### config.mk
export PLATFORM = sky130hd
export DESIGN_NAME = ccd_trim_cal
export DESIGN_NICKNAME = d
export VERILOG_FILES = /design/src/rtl/ccd_trim_pkg.sv /design/src/rtl/ccd_trim_window.sv /design/src/rtl/ccd_trim_search.sv /design/src/rtl/ccd_trim_cal.sv
export SDC_FILE = /design/constraint.sdc
export NUM_CORES = 1
export LEC_CHECK = 0
export ABC_AREA = 1
export BUFFER_PORTS_ARGS = -buffer_cell sky130_fd_sc_hd__clkbuf_2
export CAP_MARGIN = 15
export CORE_AREA = 5 5 107 109
export DETAILED_ROUTE_END_ITERATION = 6
export DIE_AREA = 0 0 112 114
export HOLD_SLACK_MARGIN = 0.05
export PLACE_DENSITY = 0.78
export SYNTH_ARGS = -nofsm -noshare
export SYNTH_HDL_FRONTEND = slang
export SYNTH_SLANG_ARGS = --single-unit
### constraint.sdc
create_clock -name clk -period 3.5 [get_ports clk]
set_clock_uncertainty 0.1 [all_clocks]
set_input_delay 0.175 -clock clk [delete_from_list [all_inputs] [get_ports clk]]
set_output_delay 0.175 -clock clk [all_outputs]
set_load 0.02 [all_outputs]
### src/rtl/ccd_trim_pkg.sv
`timescale 1ns/1ps
package ccd_trim_pkg;

    typedef enum logic [1:0] {
        ST_IDLE = 2'd0,
        ST_ACK  = 2'd1,
        ST_MEAS = 2'd2
    } cal_state_t;

    typedef enum logic {
        PH_OFFSET = 1'b0,
        PH_GAIN   = 1'b1
    } cal_phase_t;

    // Outcome of one averaged measurement window
    typedef struct packed {
        logic fin;       // one-cycle pulse, window complete
        logic too_high;  // mean above target - 1/2
        logic conv;      // target and target-1 both seen
    } win_res_t;

    // Outcome of a search step (valid together with the step)
    typedef struct packed {
        logic ok;
        logic fail;
    } srch_res_t;

endpackage

### src/rtl/ccd_trim_window.sv
`timescale 1ns/1ps
module ccd_trim_window
    import ccd_trim_pkg::*;
#(
    parameter int CODE_W   = 14,
    parameter int LOG2_AVG = 3,
    parameter int DISCARD  = 2
) (
    input  logic              clk,
    input  logic              rst,
    input  logic              arm,
    input  logic              phase_gain,
    input  logic              smp_valid,
    input  logic [CODE_W-1:0] smp_code,
    input  logic              smp_oor,
    output win_res_t          res
);
    localparam int NSMP = 1 << LOG2_AVG;
    localparam int VW   = CODE_W + 2;
    localparam int SW   = VW + LOG2_AVG + 2;
    localparam int DW   = $clog2(DISCARD + 2);
    localparam int CW   = LOG2_AVG + 1;

    logic               active;
    logic [DW-1:0]      disc;
    logic [CW-1:0]      cnt;
    logic signed [SW-1:0] sum;
    logic               seen_t, seen_m, fin_q;

    logic signed [VW-1:0] val;
    logic [CODE_W-1:0]  tgt, tgt_m1;
    logic [SW-1:0]      thr_u;
    logic signed [SW-1:0] sum2;

    // Sample value: out-of-range words land just outside the code span
    always_comb begin
        if (!smp_oor)                  val = {2'b00, smp_code};
        else if (smp_code[CODE_W-1])   val = {2'b01, {CODE_W{1'b0}}};
        else                           val = '1;
    end

    always_comb begin
        tgt    = phase_gain ? '1 : CODE_W'(1);
        tgt_m1 = tgt - CODE_W'(1);
        thr_u  = ({{(SW-CODE_W){1'b0}}, tgt} << 1) - SW'(1);
        thr_u  = thr_u << LOG2_AVG;
        sum2   = sum <<< 1;
    end

    always_ff @(posedge clk) begin
        if (rst) begin
            active <= 1'b0;
            disc   <= '0;
            cnt    <= '0;
            sum    <= '0;
            seen_t <= 1'b0;
            seen_m <= 1'b0;
            fin_q  <= 1'b0;
        end else begin
            fin_q <= 1'b0;
            if (arm) begin
                active <= 1'b1;
                disc   <= '0;
                cnt    <= '0;
                sum    <= '0;
                seen_t <= 1'b0;
                seen_m <= 1'b0;
            end else if (active && smp_valid) begin
                if (disc < DW'(DISCARD)) begin
                    disc <= disc + DW'(1);
                end else begin
                    sum    <= sum + SW'(val);
                    seen_t <= seen_t | (!smp_oor && smp_code == tgt);
                    seen_m <= seen_m | (!smp_oor && smp_code == tgt_m1);
                    cnt    <= cnt + CW'(1);
                    if (cnt == CW'(NSMP - 1)) begin
                        active <= 1'b0;
                        fin_q  <= 1'b1;
                    end
                end
            end
        end
    end

    always_comb begin
        res.fin      = fin_q;
        res.too_high = sum2 > $signed(thr_u);
        res.conv     = seen_t & seen_m;
    end

endmodule

### src/rtl/ccd_trim_search.sv
`timescale 1ns/1ps
module ccd_trim_search
    import ccd_trim_pkg::*;
#(
    parameter int DAC_W      = 10,
    parameter int REFINE_MAX = 8
) (
    input  logic             clk,
    input  logic             rst,
    input  logic             init,
    input  logic             step,
    input  logic             too_high,
    input  logic             conv,
    output logic [DAC_W-1:0] code_u,
    output srch_res_t        res
);
    localparam int IW = $clog2(DAC_W);
    localparam int RW = $clog2(REFINE_MAX + 1);

    logic [DAC_W-1:0] cur, trial;
    logic [IW-1:0]    idx;
    logic             refine;
    logic [RW-1:0]    rcnt;
    logic             at_lo, at_hi, cap;

    always_comb begin
        trial  = cur | (DAC_W'(1) << idx);
        code_u = refine ? cur : trial;
        at_lo  = (cur == '0);
        at_hi  = (cur == '1);
        cap    = (rcnt == RW'(REFINE_MAX - 1));
        res.ok   = step & refine & conv;
        res.fail = step & refine & !conv &
                   ((too_high & at_lo) | (!too_high & at_hi) | cap);
    end

    always_ff @(posedge clk) begin
        if (rst || init) begin
            cur    <= '0;
            idx    <= IW'(DAC_W - 1);
            refine <= 1'b0;
            rcnt   <= '0;
        end else if (step) begin
            if (!refine) begin
                if (!too_high) cur <= trial;
                if (idx == '0) refine <= 1'b1;
                else           idx    <= idx - IW'(1);
            end else if (!conv) begin
                if (too_high && !at_lo)       cur <= cur - DAC_W'(1);
                else if (!too_high && !at_hi) cur <= cur + DAC_W'(1);
                rcnt <= rcnt + RW'(1);
            end
        end
    end

endmodule

### src/rtl/ccd_trim_cal.sv
`timescale 1ns/1ps
module ccd_trim_cal
    import ccd_trim_pkg::*;
#(
    parameter int CODE_W     = 14,
    parameter int DAC_W      = 10,
    parameter int LOG2_AVG   = 3,
    parameter int DISCARD    = 2,
    parameter int REFINE_MAX = 8
) (
    input  logic                    clk,
    input  logic                    rst,
    input  logic                    start,
    input  logic                    phase_ack,
    input  logic                    smp_valid,
    input  logic [CODE_W-1:0]       smp_code,
    input  logic                    smp_oor,
    output logic signed [DAC_W-1:0] ofs_code,
    output logic signed [DAC_W-1:0] gain_code,
    output logic                    busy,
    output logic                    done,
    output logic                    err,
    output logic                    await_ack,
    output logic                    phase_gain
);
    cal_state_t state;
    cal_phase_t phase;
    win_res_t   wres;
    srch_res_t  sres [2];
    srch_res_t  cur_res;
    logic [DAC_W-1:0] code_u [2];
    logic start_go, meas_fin, arm, ph_g;

    always_comb begin
        ph_g     = (phase == PH_GAIN);
        start_go = (state == ST_IDLE) && start;
        meas_fin = (state == ST_MEAS) && wres.fin;
        cur_res  = ph_g ? sres[1] : sres[0];
        arm      = ((state == ST_ACK) && phase_ack) ||
                   (meas_fin && !cur_res.ok && !cur_res.fail);
    end

    ccd_trim_window #(
        .CODE_W(CODE_W), .LOG2_AVG(LOG2_AVG), .DISCARD(DISCARD)
    ) u_win (
        .clk(clk), .rst(rst), .arm(arm), .phase_gain(ph_g),
        .smp_valid(smp_valid), .smp_code(smp_code), .smp_oor(smp_oor),
        .res(wres)
    );

    // One search engine per trim: index 0 offset, index 1 gain
    for (genvar g = 0; g < 2; g++) begin : g_trim
        logic step_g;
        assign step_g = meas_fin && (ph_g == (g == 1));
        ccd_trim_search #(
            .DAC_W(DAC_W), .REFINE_MAX(REFINE_MAX)
        ) u_srch (
            .clk(clk), .rst(rst), .init(start_go), .step(step_g),
            .too_high(wres.too_high), .conv(wres.conv),
            .code_u(code_u[g]), .res(sres[g])
        );
    end

    always_ff @(posedge clk) begin
        if (rst) begin
            state <= ST_IDLE;
            phase <= PH_OFFSET;
            done  <= 1'b0;
            err   <= 1'b0;
        end else begin
            case (state)
                ST_IDLE: if (start) begin
                    phase <= PH_OFFSET;
                    done  <= 1'b0;
                    err   <= 1'b0;
                    state <= ST_ACK;
                end
                ST_ACK: if (phase_ack) state <= ST_MEAS;
                ST_MEAS: if (wres.fin) begin
                    if (cur_res.fail) begin
                        err   <= 1'b1;
                        state <= ST_IDLE;
                    end else if (cur_res.ok) begin
                        if (!ph_g) begin
                            phase <= PH_GAIN;
                            state <= ST_ACK;
                        end else begin
                            done  <= 1'b1;
                            state <= ST_IDLE;
                        end
                    end
                end
                default: state <= ST_IDLE;
            endcase
        end
    end

    // Offset-binary search value to two's complement DAC code
    assign ofs_code   = $signed({~code_u[0][DAC_W-1], code_u[0][DAC_W-2:0]});
    assign gain_code  = $signed({~code_u[1][DAC_W-1], code_u[1][DAC_W-2:0]});
    assign busy       = (state != ST_IDLE);
    assign await_ack  = (state == ST_ACK);
    assign phase_gain = ph_g;

endmodule

==> qor.json, run 1 <==
{
  "outcome": {"value": "complete, no violations"},
  "fp.coreArea": {"value": 10500, "unit": "um2"},
  "grt_pass1_vias": {"value": 5837},
  "min_period_over_period": {"value": 92.5, "unit": "%"},
  "rrSetupSlack": {"value": 0.26, "unit": "ns"},
  "worst_path_largest_cell_delay": {"value": 0.36, "unit": "ns"},
  "tritoncts": {"value": "built"},
  "routed_wire_length_per_instance": {"value": 13.3, "unit": "um"},
  "fmax": {"value": 0.309, "unit": "GHz"},
  "avg_vias_per_cell": {"value": 5.55},
  "timing.setup.critical_path_class": {"value": "flip-flop to flip-flop"},
  "final-hold-violation-count": {"value": 0},
  "synth_top_cell_by_area": {"value": "sky130_fd_sc_hd__dfxtp_1"},
  "place.detailed.hpwl": {"value": 11.6, "unit": "mm"},
  "crit_chain": {"value": "inv_2, buf_4, ha_1, nand2_1, nor2_2, nand2_1, nor2_4, nand2_1, nand3_2, buf_4, and3_1, nand2_1, nand2_1, inv_1, ha_1, inv_1, nand2_1, nand3_1, nand2_1, nand2_1, nand2_1, nand2_1, nand3_1, a21oi_1"},
  "initial_utilization": {"value": 57.7, "unit": "%"},
  "critPathCapture": {"value": "g_trim[0].u_srch.cur[8]"},
  "drt-initial-drc-count": {"value": 415},
  "worst_r2r_path_depth": {"value": 24},
  "cts.reportedPaths.clkPinSlew": {"value": 0.09, "unit": "ns"},
  "grt_start_max_net_pins": {"value": 30},
  "worstPathRequired": {"value": 3.69, "unit": "ns"},
  "drcViolationCount": {"value": 0},
  "synth_area_leaders": {"value": "sky130_fd_sc_hd__dfxtp_1, sky130_fd_sc_hd__nand2_1, sky130_fd_sc_hd__ha_1, sky130_fd_sc_hd__a21oi_1, sky130_fd_sc_hd__inv_1"},
  "clock_insertion_delay_worst_skew": {"value": 0.37, "unit": "ns"},
  "cpMaxStageDelayCell": {"value": "sky130_fd_sc_hd__dfxtp_1"},
  "yosysUniqueCellTypes": {"value": 51},
  "max_slew.worst_pin.slew": {"value": 0.516, "unit": "ns"},
  "initial_antenna_violation_count": {"value": 0},
  "synth-seq-area-share": {"value": 24.1, "unit": "%"},
  "synth_flop_cell": {"value": "sky130_fd_sc_hd__dfxtp_1"},
  "htreeDepth": {"value": 3},
  "globalRouteTotalUtil": {"value": 24.4, "unit": "%"},
  "fin_util": {"value": 63.4, "unit": "%"},
  "syn-cell-area": {"value": 6060, "unit": "um2"},
  "cp_top_family": {"value": "simple AND/OR/NAND/NOR gates"},
  "async_flop_share": {"value": 0, "unit": "%"},
  "post_synthesis_net_count": {"value": 1023},
  "reg2reg_from": {"value": "phase_gain"},
  "finalSetupViolations": {"value": 0},
  "maximum_clock_path_buffer_count": {"value": 2},
  "cp_capture_type": {"value": "flip-flop"},
  "ios": {"value": 45},
  "clock_tree.root_cell": {"value": "sky130_fd_sc_hd__clkbuf_8"},
  "critPathLaunchType": {"value": "flip-flop"},
  "grt_setup_unrepaired": {"value": "yes"},
  "worstPathArrival": {"value": 3.43, "unit": "ns"},
  "numPortBuffers": {"value": 44},
  "cts.sink_count": {"value": 73},
  "reg2reg_to": {"value": "g_trim[0].u_srch.cur[8]"},
  "p_leak": {"value": 0.00322, "unit": "uW"},
  "max_cap_viol_count": {"value": 0},
  "yosysWarnings": {"value": 0},
  "global_route_wire_length_before_repair": {"value": 26.3, "unit": "mm"},
  "antenna_left": {"value": 0},
  "cp_num_cells": {"value": 24},
  "critical_path.n_buffers_inverters": {"value": 5},
  "most_used_standard_cell_by_instance_count_after_synthesis": {"value": "sky130_fd_sc_hd__nand2_1"},
  "antenna_cells": {"value": 0},
  "max_slew_violation_count": {"value": 0},
  "yosys_register_bits": {"value": 73},
  "drtPass1Iterations": {"value": 5},
  "netlist_instances": {"value": 952},
  "finalCriticalPeriod": {"value": 3.24, "unit": "ns"},
  "routed_wl": {"value": 15.1, "unit": "mm"},
  "synthesis.area_per_instance": {"value": 6.37, "unit": "um2"},
  "routabilityCongestion": {"value": 0.968},
  "die-area": {"value": 12800, "unit": "um2"},
  "worstPathMaxFanout": {"value": 11},
  "critical_path.startpoint": {"value": "phase_gain"},
  "peakVddDrop": {"value": 187, "unit": "uV"},
  "hold_class": {"value": "input port to flip-flop"},
  "yosys.area.top_type_share": {"value": 24.1, "unit": "%"},
  "number_of_placement_rows": {"value": 38},
  "worst_path_most_repeated_cell": {"value": "sky130_fd_sc_hd__nand2_1"},
  "powerDensity": {"value": 265, "unit": "nW/um2"},
  "layout-drive-gt1-share": {"value": 13.3, "unit": "%"},
  "fillers": {"value": 1004},
  "final_nets": {"value": 1066},
  "timing.max_slew.rel_slack": {"value": 65.6, "unit": "%"},
  "cts_made_buffers": {"value": 9},
  "globalRouteOverflowTotal": {"value": 0},
  "fin_total_pwr": {"value": 1770, "unit": "uW"},
  "die_x": {"value": 112, "unit": "um"},
  "syn2layout_area_growth": {"value": 9.87, "unit": "%"},
  "synth_top_cells_by_count": {"value": "sky130_fd_sc_hd__nand2_1, sky130_fd_sc_hd__inv_1, sky130_fd_sc_hd__nor2_1"},
  "synth_edf_count": {"value": 0},
  "dieHeight": {"value": 114, "unit": "um"},
  "vias": {"value": 6329}
}
-- cell families after synthesis --
logic type	share of synthesized area, %
flip-flops	24.1
XOR/XNOR	1.59
buffers and inverters	10.7
AND/OR/NAND/NOR	32.0
AO/OA/AOI/OAI	21.0
adder cells (fa/ha/maj)	10.7
-- power breakdown --
| part | leakage [uW] | internal (uW) | switching, uW | total, uW |
|---|---|---|---|---|
| clock network | 0.000103 | 343 | 375 | 718 |
| registers | 0.000589 | 835 | 3.17 | 838 |
| logic | 0.00252 | 74.2 | 135 | 209 |
| total | 0.00322 | 1250 | 513 | 1770 |
-- worst min-delay path by stage --
stage	start	end	slack, ns	cells past startpoint
2_1_floorplan	rst	state[0]	0.14	1
3_3_place_gp	rst	state[0]	0.33	2
3_5_place_dp	rst	state[0]	0.33	2
4_1_cts	smp_valid	u_win.disc[1]	0.11	5
5_1_grt	smp_valid	u_win.disc[0]	0.13	5
6_report	smp_valid	u_win.disc[1]	0.12	5
-- through the flow --
stage	setup WS [ns]	hold slack (ns)	cell area, um2	instances	setup TNS (ns)
2_1_floorplan	0.330	0.144	6060	952	0
3_3_place_gp	0.274	0.328	6390	1119	0
3_5_place_dp	0.240	0.333	6390	1119	0
4_1_cts	0.0918	0.108	6640	1139	0
5_1_grt	-0.00344	0.130	6660	1140	-0.00344
6_report	0.263	0.123	6660	1140	0
-- worst min-delay path: stages --
cell                       delay (ns)
sky130_fd_sc_hd__clkbuf_2        0.08
sky130_fd_sc_hd__nand2_1         0.08
sky130_fd_sc_hd__nor2_1          0.06
sky130_fd_sc_hd__nand2_1         0.08
sky130_fd_sc_hd__a21oi_1         0.06
-- layer usage --
| metal | wire length (um) | vias to the layer above | track usage, % |
|---|---|---|---|
| li1 | - | 3278 | - |
| met5 | 0 | - | 0 |
| met1 | 6640 | 2816 | 30.6 |
| met4 | 306 | 0 | 7.53 |
| met3 | 883 | 29 | 3.87 |
| met2 | 7300 | 206 | 43.3 |
-- cell usage in the layout, fill, tap and decap left out, drive strengths merged, types with 2 or more instances in the layout --
cell type,n
a211oi,4
a21o,3
a21oi,101
a221oi,2
a31oi,13
and3,2
buf,14
clkbuf,53
clkinv,3
dfxtp,73
dlygate4sd3,4
ha,50
inv,130
nand2,230
nand3,58
nand3b,2
nand4,25
nor2,94
nor3,8
nor3b,3
nor4,5
o21ai,73
o31ai,9
o41ai,9
or2,10
xnor2,3
xor2,8
-- sequential cells by signal (all words and copies together) (netlist names) --
name and cells:
phase_gain 1, g_trim.u_srch.refine 2, u_win.seen_t 1, u_win.active 1
g_trim.u_srch.idx 8, err 1, done 1, g_trim.u_srch.cur 20
u_win.seen_m 1, u_win.fin_q 1, u_win.sum 20, g_trim.u_srch.rcnt 8
u_win.cnt 4, state 2, u_win.disc 2
-- final cells by class --
cell class	instances	area, um2	share of cell area (%)
inverters	128	483	7.25
repair buffers	62	365	5.49
clock inverters	7	83.8	1.26
clock buffers	9	124	1.86
multi-input cells	721	3970	59.6
flip-flops and latches	73	1460	21.9
well taps	140	175	2.63
-- repair_timing --
item                                    CTS  global route
setup buffers                             0             1
hold endpoints to repair                  6             0
resized for setup                         0             3
hold buffers                              4             0
endpoints found under the setup margin    0             7
Note: power is estimated with default switching activity, not from simulation.
==> run 2, diff against run 1 <==
--- a/config.mk
+++ b/config.mk
@@ -5,14 +5,14 @@
 export SDC_FILE = /design/constraint.sdc
 export NUM_CORES = 1
 export LEC_CHECK = 0
-export ABC_AREA = 1
 export BUFFER_PORTS_ARGS = -buffer_cell sky130_fd_sc_hd__clkbuf_2
 export CAP_MARGIN = 15
-export CORE_AREA = 5 5 107 109
+export CORE_AREA = 5 5 99 110
 export DETAILED_ROUTE_END_ITERATION = 6
-export DIE_AREA = 0 0 112 114
+export DIE_AREA = 0 0 104 115
 export HOLD_SLACK_MARGIN = 0.05
 export PLACE_DENSITY = 0.78
+export SKIP_CTS_REPAIR_TIMING = 1
 export SYNTH_ARGS = -nofsm -noshare
 export SYNTH_HDL_FRONTEND = slang
 export SYNTH_SLANG_ARGS = --single-unit
==> run 2 against run 1 <==
- synthesized area fell by 7.1%
- register-to-register slack worse by 0.05 ns
- synthesized cell count down 22%
- flip-flop and latch count did not move
- first-iteration DRC count decreased by 24%
- critical path type unchanged
- highest routed layer unchanged
==> qor.json, run 2 <==
{
  "outcome": {"value": "complete, no violations"},
  "number_of_non_filler_instances_in_the_completed_layout": {"value": 908},
  "numPortBuffers": {"value": 44},
  "grt_start_max_net_pins": {"value": 30},
  "post_synthesis_net_count": {"value": 815},
  "final_nets": {"value": 855},
  "grt_pass1_vias": {"value": 5345},
  "routed_wl": {"value": 14.8, "unit": "mm"},
  "cp_capture_type": {"value": "flip-flop"},
  "drtPass1Iterations": {"value": 4},
  "mostFrequentLayoutCell": {"value": "sky130_fd_sc_hd__nor2_1"},
  "htreeDepth": {"value": 3},
  "worstPathMaxFanout": {"value": 7},
  "cts.reportedPaths.clkPinSlew": {"value": 0.08, "unit": "ns"},
  "final-hold-violation-count": {"value": 0},
  "ios": {"value": 45},
  "global_route_wire_length_before_repair": {"value": 24.4, "unit": "mm"},
  "worstPathArrival": {"value": 3.44, "unit": "ns"},
  "dieHeight": {"value": 115, "unit": "um"},
  "met3_length": {"value": 836, "unit": "um"},
  "most_used_standard_cell_by_instance_count_after_synthesis": {"value": "sky130_fd_sc_hd__nor2_1"},
  "critPathLaunchType": {"value": "flip-flop"},
  "finalWorstSetupSlack": {"value": 0.210, "unit": "ns"},
  "tritoncts": {"value": "built"},
  "avg_vias_per_cell": {"value": 6.32},
  "die-area": {"value": 12000, "unit": "um2"},
  "worst_path_largest_cell_delay": {"value": 0.49, "unit": "ns"},
  "hold_class": {"value": "input port to flip-flop"},
  "routabilityCongestion": {"value": 0.946},
  "fp.coreArea": {"value": 9700, "unit": "um2"},
  "fillers": {"value": 848},
  "p_leak": {"value": 0.00273, "unit": "uW"},
  "routed_wire_length_per_instance": {"value": 16.4, "unit": "um"},
  "most-common-layout-cells": {"value": "sky130_fd_sc_hd__nor2_1, sky130_fd_sc_hd__nand2_1, sky130_fd_sc_hd__dfxtp_1"},
  "vias": {"value": 5735},
  "synth_edf_count": {"value": 0},
  "worstPathRequired": {"value": 3.65, "unit": "ns"},
  "synth-seq-area-share": {"value": 26.0, "unit": "%"},
  "place.detailed.hpwl": {"value": 10.8, "unit": "mm"},
  "cpMaxStageDelayCell": {"value": "sky130_fd_sc_hd__o41ai_1"},
  "timing.max_slew.rel_slack": {"value": 31.9, "unit": "%"},
  "max_slew_violation_count": {"value": 0},
  "netlist_instances": {"value": 744},
  "grt_setup_unrepaired": {"value": "yes"},
  "maximum_clock_path_buffer_count": {"value": 2},
  "routedLengthMet1": {"value": 6.42, "unit": "mm"},
  "peakVddDrop": {"value": 224, "unit": "uV"},
  "async_flop_share": {"value": 0, "unit": "%"},
  "synth_flop_cell": {"value": "sky130_fd_sc_hd__dfxtp_1"},
  "max_cap_viol_count": {"value": 0},
  "fmax": {"value": 0.304, "unit": "GHz"},
  "timing.setup.critical_path_class": {"value": "flip-flop to flip-flop"},
  "pre_cts_ws": {"value": 0.00951, "unit": "ns"},
  "synthesis.area_per_instance": {"value": 7.57, "unit": "um2"},
  "globalRouteOverflowTotal": {"value": 0},
  "yosysWarnings": {"value": 0},
  "antenna_cells": {"value": 0},
  "post-place-cells": {"value": 886},
  "yosys_register_bits": {"value": 73},
  "finalCriticalPeriod": {"value": 3.29, "unit": "ns"},
  "max_slew.worst_pin.slew": {"value": 1.02, "unit": "ns"},
  "reg.largest.list": {"value": "g_trim.u_srch.cur (20), u_win.sum (20)"},
  "syn2layout_area_growth": {"value": 11.6, "unit": "%"},
  "cts_made_buffers": {"value": 9},
  "number_of_placement_rows": {"value": 38},
  "syn-cell-area": {"value": 5630, "unit": "um2"},
  "synth_top_cell_by_area": {"value": "sky130_fd_sc_hd__dfxtp_1"},
  "initial_utilization": {"value": 58.0, "unit": "%"},
  "clock_tree.root_cell": {"value": "sky130_fd_sc_hd__clkbuf_8"},
  "routed-wl-met2": {"value": 7.25, "unit": "mm"},
  "initial_antenna_violation_count": {"value": 0},
  "top_layer_used": {"value": "met4"},
  "clock_insertion_delay_worst_skew": {"value": 0.37, "unit": "ns"},
  "yosys.area.top_type_share": {"value": 26.0, "unit": "%"},
  "cts.sink_count": {"value": 73},
  "critical_path.n_buffers_inverters": {"value": 2},
  "layout-drive-gt1-share": {"value": 13.2, "unit": "%"},
  "synth_area_leaders": {"value": "sky130_fd_sc_hd__dfxtp_1, sky130_fd_sc_hd__ha_1, sky130_fd_sc_hd__a21oi_1, sky130_fd_sc_hd__nor2_1, sky130_fd_sc_hd__nand2_1"},
  "die_x": {"value": 104, "unit": "um"},
  "antenna_left": {"value": 0},
  "synth_top_cells_by_count": {"value": "sky130_fd_sc_hd__nor2_1, sky130_fd_sc_hd__nand2_1, sky130_fd_sc_hd__dfxtp_1"},
  "drt-initial-drc-count": {"value": 315},
  "globalRouteTotalUtil": {"value": 24.2, "unit": "%"},
  "min_period_over_period": {"value": 94.0, "unit": "%"},
  "cp_top_family": {"value": "compound AO/OA/AOI/OAI gates"},
  "powerDensity": {"value": 278, "unit": "nW/um2"},
  "crit_chain": {"value": "clkinvlp_4, buf_4, ha_1, nand4_1, nor3_4, o31a_1, o211ai_1, xnor2_1, ha_2, o41ai_1, mux2i_1, a21oi_1"},
  "drcViolationCount": {"value": 0},
  "yosysUniqueCellTypes": {"value": 69},
  "finalSetupViolations": {"value": 0}
}
run 2: changes by cell type in the layout (fill, tap and decap cells not counted), sizes merged, moves of 24 or more:
cell / previous run / this run
a21oi: 101 / 70
nand2: 230 / 75
o21ai: 73 / 49
nand3: 58 / 19
inv: 130 / 35
run 2: routing by layer:
layer	vias up	track usage (%)
li1	2801	-
met1	2715	29.1
met2	188	42.5
met3	31	5.22
met4	0	8.98
met5	-	0
run 2: worst register-to-register path: stages, from the launching register on:
cell,delay [ns]
sky130_fd_sc_hd__dfxtp_4,0.38
sky130_fd_sc_hd__clkinvlp_4,0.17
sky130_fd_sc_hd__buf_4,0.18
sky130_fd_sc_hd__ha_1,0.28
sky130_fd_sc_hd__nand4_1,0.14
sky130_fd_sc_hd__nor3_4,0.26
sky130_fd_sc_hd__o31a_1,0.26
sky130_fd_sc_hd__o211ai_1,0.17
sky130_fd_sc_hd__xnor2_1,0.17
sky130_fd_sc_hd__ha_2,0.23
sky130_fd_sc_hd__o41ai_1,0.49
sky130_fd_sc_hd__mux2i_1,0.26
sky130_fd_sc_hd__a21oi_1,0.08
run 2: worst paths after layout:
check                from  cells after the start                       to  slack (ns)
max            phase_gain                     12  g_trim[0].u_srch.cur[6]        0.21
min             smp_valid                      3            u_win.disc[1]        0.03
max reg2reg    phase_gain                     12  g_trim[0].u_srch.cur[6]        0.21
min reg2reg  u_win.sum[0]                      2             u_win.sum[0]        0.39
run 2: area by class of cell:
| class | count | area, um2 | area share [%] |
|---|---|---|---|
| multi-input cells | 596 | 3880 | 61.8 |
| flip-flops and latches | 73 | 1470 | 23.3 |
| repair buffers | 67 | 413 | 6.57 |
| clock buffers | 11 | 151 | 2.41 |
| well taps | 120 | 150 | 2.39 |
| inverters | 36 | 139 | 2.21 |
| clock inverters | 4 | 76.3 | 1.22 |
| repair inverters | 1 | 7.51 | 0.120 |
run 2: logic make-up after synthesis:
| kind of cell | after synthesis | share of synthesized area [%] |
|---|---|---|
| XOR/XNOR | 26 | 4.04 |
| flip-flops | 73 | 26.0 |
| buffers and inverters | 75 | 5.64 |
| AO/OA/AOI/OAI | 227 | 26.5 |
| adder cells (fa/ha/maj) | 51 | 11.5 |
| AND/OR/NAND/NOR | 281 | 24.4 |
| multiplexers | 11 | 2.00 |
run 2: where the power goes:
group          switching [uW]  total, uW  internal [uW]  leakage (uW)
Clock                     341        778            438      0.000112
Combinational            84.4        134           49.6       0.00203
Sequential               3.31        835            832      0.000589
run 2: metrics by stage:
step | utilization [%] | TNS (ns) | hold WS, ns | instance area (um2) | total power (uW)
2_1_floorplan | - | 0 | 0.214 | 5640 | 939
3_3_place_gp | 61.5 | 0 | 0.341 | 5970 | 979
3_5_place_dp | 61.5 | 0 | 0.360 | 5970 | 984
4_1_cts | 63.9 | 0 | -0.0401 | 6200 | 1760
5_1_grt | 64.8 | -0.00412 | 0.0742 | 6280 | 1810
6_report | 64.8 | 0 | 0.0334 | 6280 | 1750
==> run 3, diff against run 2 <==
--- a/config.mk
+++ b/config.mk
@@ -11,6 +11,7 @@
 export DETAILED_ROUTE_END_ITERATION = 6
 export DIE_AREA = 0 0 104 115
 export HOLD_SLACK_MARGIN = 0.05
+export MAX_ROUTING_LAYER = met4
 export PLACE_DENSITY = 0.78
 export SKIP_CTS_REPAIR_TIMING = 1
 export SYNTH_ARGS = -nofsm -noshare
==> run 3 against run 2 <==
- critical path depth stayed put
- die area stayed put
- hold slack worse by 0.0034 ns
- routed wire length is 0.22% higher
- first-iteration DRC count is 0.95% higher
==> qor.json, run 3 (synthesis gave the netlist of run 2 again) <==
{
  "total_switching_power": {"value": 429, "unit": "uW"},
  "reg2reg_from": {"value": "phase_gain"},
  "cts.sink_count": {"value": 73},
  "met3_length": {"value": 864, "unit": "um"},
  "critPathLaunchType": {"value": "flip-flop"},
  "outcome": {"value": "complete, no violations"},
  "fmax": {"value": 0.304, "unit": "GHz"},
  "finalSetupViolations": {"value": 0},
  "numPortBuffers": {"value": 44},
  "globalRouteOverflowTotal": {"value": 0},
  "die_x": {"value": 104, "unit": "um"},
  "max_slew.worst_pin.slew": {"value": 1.02, "unit": "ns"},
  "final_nets": {"value": 855},
  "worstPathMaxFanout": {"value": 7},
  "grt_start_max_net_pins": {"value": 30},
  "avg_vias_per_cell": {"value": 6.32},
  "layout-drive-gt1-share": {"value": 13.2, "unit": "%"},
  "maximum_clock_path_buffer_count": {"value": 2},
  "reg.largest.list": {"value": "g_trim.u_srch.cur (20), u_win.sum (20)"},
  "power_frac_seq": {"value": 47.8, "unit": "%"},
  "drtPass1Iterations": {"value": 5},
  "cts.reportedPaths.clkPinSlew": {"value": 0.08, "unit": "ns"},
  "hold_class": {"value": "input port to flip-flop"},
  "rrSetupSlack": {"value": 0.21, "unit": "ns"},
  "worstPathArrival": {"value": 3.44, "unit": "ns"},
  "clock_tree.root_cell": {"value": "sky130_fd_sc_hd__clkbuf_8"},
  "globalRouteTotalUtil": {"value": 24.9, "unit": "%"},
  "clock_power_share": {"value": 44.6, "unit": "%"},
  "cpMaxStageDelayCell": {"value": "sky130_fd_sc_hd__o41ai_1"},
  "fp.coreArea": {"value": 9700, "unit": "um2"},
  "drcViolationCount": {"value": 0},
  "setup_total_negative_slack": {"value": 0, "unit": "ns"},
  "p_leak": {"value": 0.00273, "unit": "uW"},
  "timing.setup.critical_path_class": {"value": "flip-flop to flip-flop"},
  "ios": {"value": 45},
  "routed_wl": {"value": 14.9, "unit": "mm"},
  "grt_pass1_vias": {"value": 5349},
  "cts_made_buffers": {"value": 9},
  "routed-wl-met2": {"value": 7.27, "unit": "mm"},
  "number_of_placement_rows": {"value": 38},
  "tritoncts": {"value": "built"},
  "max_slew_violation_count": {"value": 0},
  "place.detailed.hpwl": {"value": 10.8, "unit": "mm"},
  "routedLengthMet1": {"value": 6.43, "unit": "mm"},
  "routabilityCongestion": {"value": 0.964},
  "placement.cell_area": {"value": 5970, "unit": "um2"},
  "critical_path.n_buffers_inverters": {"value": 2},
  "most-common-layout-cells": {"value": "sky130_fd_sc_hd__nor2_1, sky130_fd_sc_hd__nand2_1, sky130_fd_sc_hd__dfxtp_1"},
  "antenna_cells": {"value": 0},
  "drt-initial-drc-count": {"value": 318},
  "htreeDepth": {"value": 3},
  "timing.max_slew.rel_slack": {"value": 31.7, "unit": "%"},
  "sw_frac_of_total": {"value": 24.6, "unit": "%"},
  "peakVddDrop": {"value": 224, "unit": "uV"},
  "syn2layout_area_growth": {"value": 11.6, "unit": "%"},
  "top_layer_used": {"value": "met4"},
  "power.share.combinational": {"value": 7.7, "unit": "%"},
  "critical_path.startpoint": {"value": "phase_gain"},
  "grt_setup_unrepaired": {"value": "yes"},
  "worst_path_largest_cell_delay": {"value": 0.49, "unit": "ns"},
  "hp-start": {"value": "smp_valid"},
  "finalCriticalPeriod": {"value": 3.29, "unit": "ns"},
  "finalInstanceArea": {"value": 6280, "unit": "um2"},
  "powerDensity": {"value": 278, "unit": "nW/um2"},
  "die-area": {"value": 12000, "unit": "um2"},
  "internal_dissipation": {"value": 1320, "unit": "uW"},
  "mostFrequentLayoutCell": {"value": "sky130_fd_sc_hd__nor2_1"},
  "worstPathRequired": {"value": 3.65, "unit": "ns"},
  "final-hold-violation-count": {"value": 0},
  "routed_wire_length_per_instance": {"value": 16.4, "unit": "um"},
  "initial_antenna_violation_count": {"value": 0},
  "dieHeight": {"value": 115, "unit": "um"},
  "initial_utilization": {"value": 58.0, "unit": "%"},
  "antenna_left": {"value": 0},
  "global_route_wire_length_before_repair": {"value": 24.4, "unit": "mm"},
  "crit_chain": {"value": "clkinvlp_4, buf_4, ha_1, nand4_1, nor3_4, o31a_1, o211ai_1, xnor2_1, ha_2, o41ai_1, mux2i_1, a21oi_1"},
  "clock_insertion_delay_worst_skew": {"value": 0.37, "unit": "ns"},
  "cp_capture_type": {"value": "flip-flop"},
  "min_period_over_period": {"value": 94.0, "unit": "%"},
  "max_cap_viol_count": {"value": 0},
  "cp_top_family": {"value": "compound AO/OA/AOI/OAI gates"},
  "vias": {"value": 5740}
}
## run 3: layout make-up
class	count	area (um2)
multi-input cells	596	3880
fillers	848	3420
repair buffers	67	413
clock inverters	4	76.3
inverters	36	139
clock buffers	11	151
flip-flops and latches	73	1470
repair inverters	1	7.51
well taps	120	150
## run 3: worst register-to-register path, stage by stage (launching register included)
cell	delay (ns)
sky130_fd_sc_hd__dfxtp_4	0.38
sky130_fd_sc_hd__clkinvlp_4	0.17
sky130_fd_sc_hd__buf_4	0.18
sky130_fd_sc_hd__ha_1	0.28
sky130_fd_sc_hd__nand4_1	0.14
sky130_fd_sc_hd__nor3_4	0.26
sky130_fd_sc_hd__o31a_1	0.26
sky130_fd_sc_hd__o211ai_1	0.17
sky130_fd_sc_hd__xnor2_1	0.17
sky130_fd_sc_hd__ha_2	0.23
sky130_fd_sc_hd__o41ai_1	0.49
sky130_fd_sc_hd__mux2i_1	0.26
sky130_fd_sc_hd__a21oi_1	0.08
## run 3: power by group through the flow
stage	logic [uW]	clock network (uW)	registers (uW)
final	134	779	835
after global routing	147	828	836
after CTS	129	791	836
after detailed placement	129	0	855
after global placement	124	0	855
after floorplan	84.6	0	854
## run 3: final timing paths
kind,end,depth (start not counted)
worst max-delay path,g_trim[0].u_srch.cur[6],12
worst min-delay path,u_win.disc[1],3
worst max register to register,g_trim[0].u_srch.cur[6],12
worst min register to register,u_win.sum[0],2
## run 3: through the flow
step                      setup WS (ns)  hold WS [ns]  total power, uW  std cells  util [%]
after global placement            0.175         0.341              979        886      61.5
final                             0.211        0.0300             1750        908      64.8
after floorplan                  0.0146         0.214              939        744         -
after global routing           -0.00412        0.0742             1810        908      64.8
after detailed placement        0.00951         0.360              984        886      61.5
after CTS                         0.149       -0.0401             1760        901      63.9
## run 3: routing by layer
layer	up-vias	track usage, %
met4	0	8.98
li1	2799	-
met3	29	5.05
met5	-	-
met2	207	42.6
met1	2705	29.1
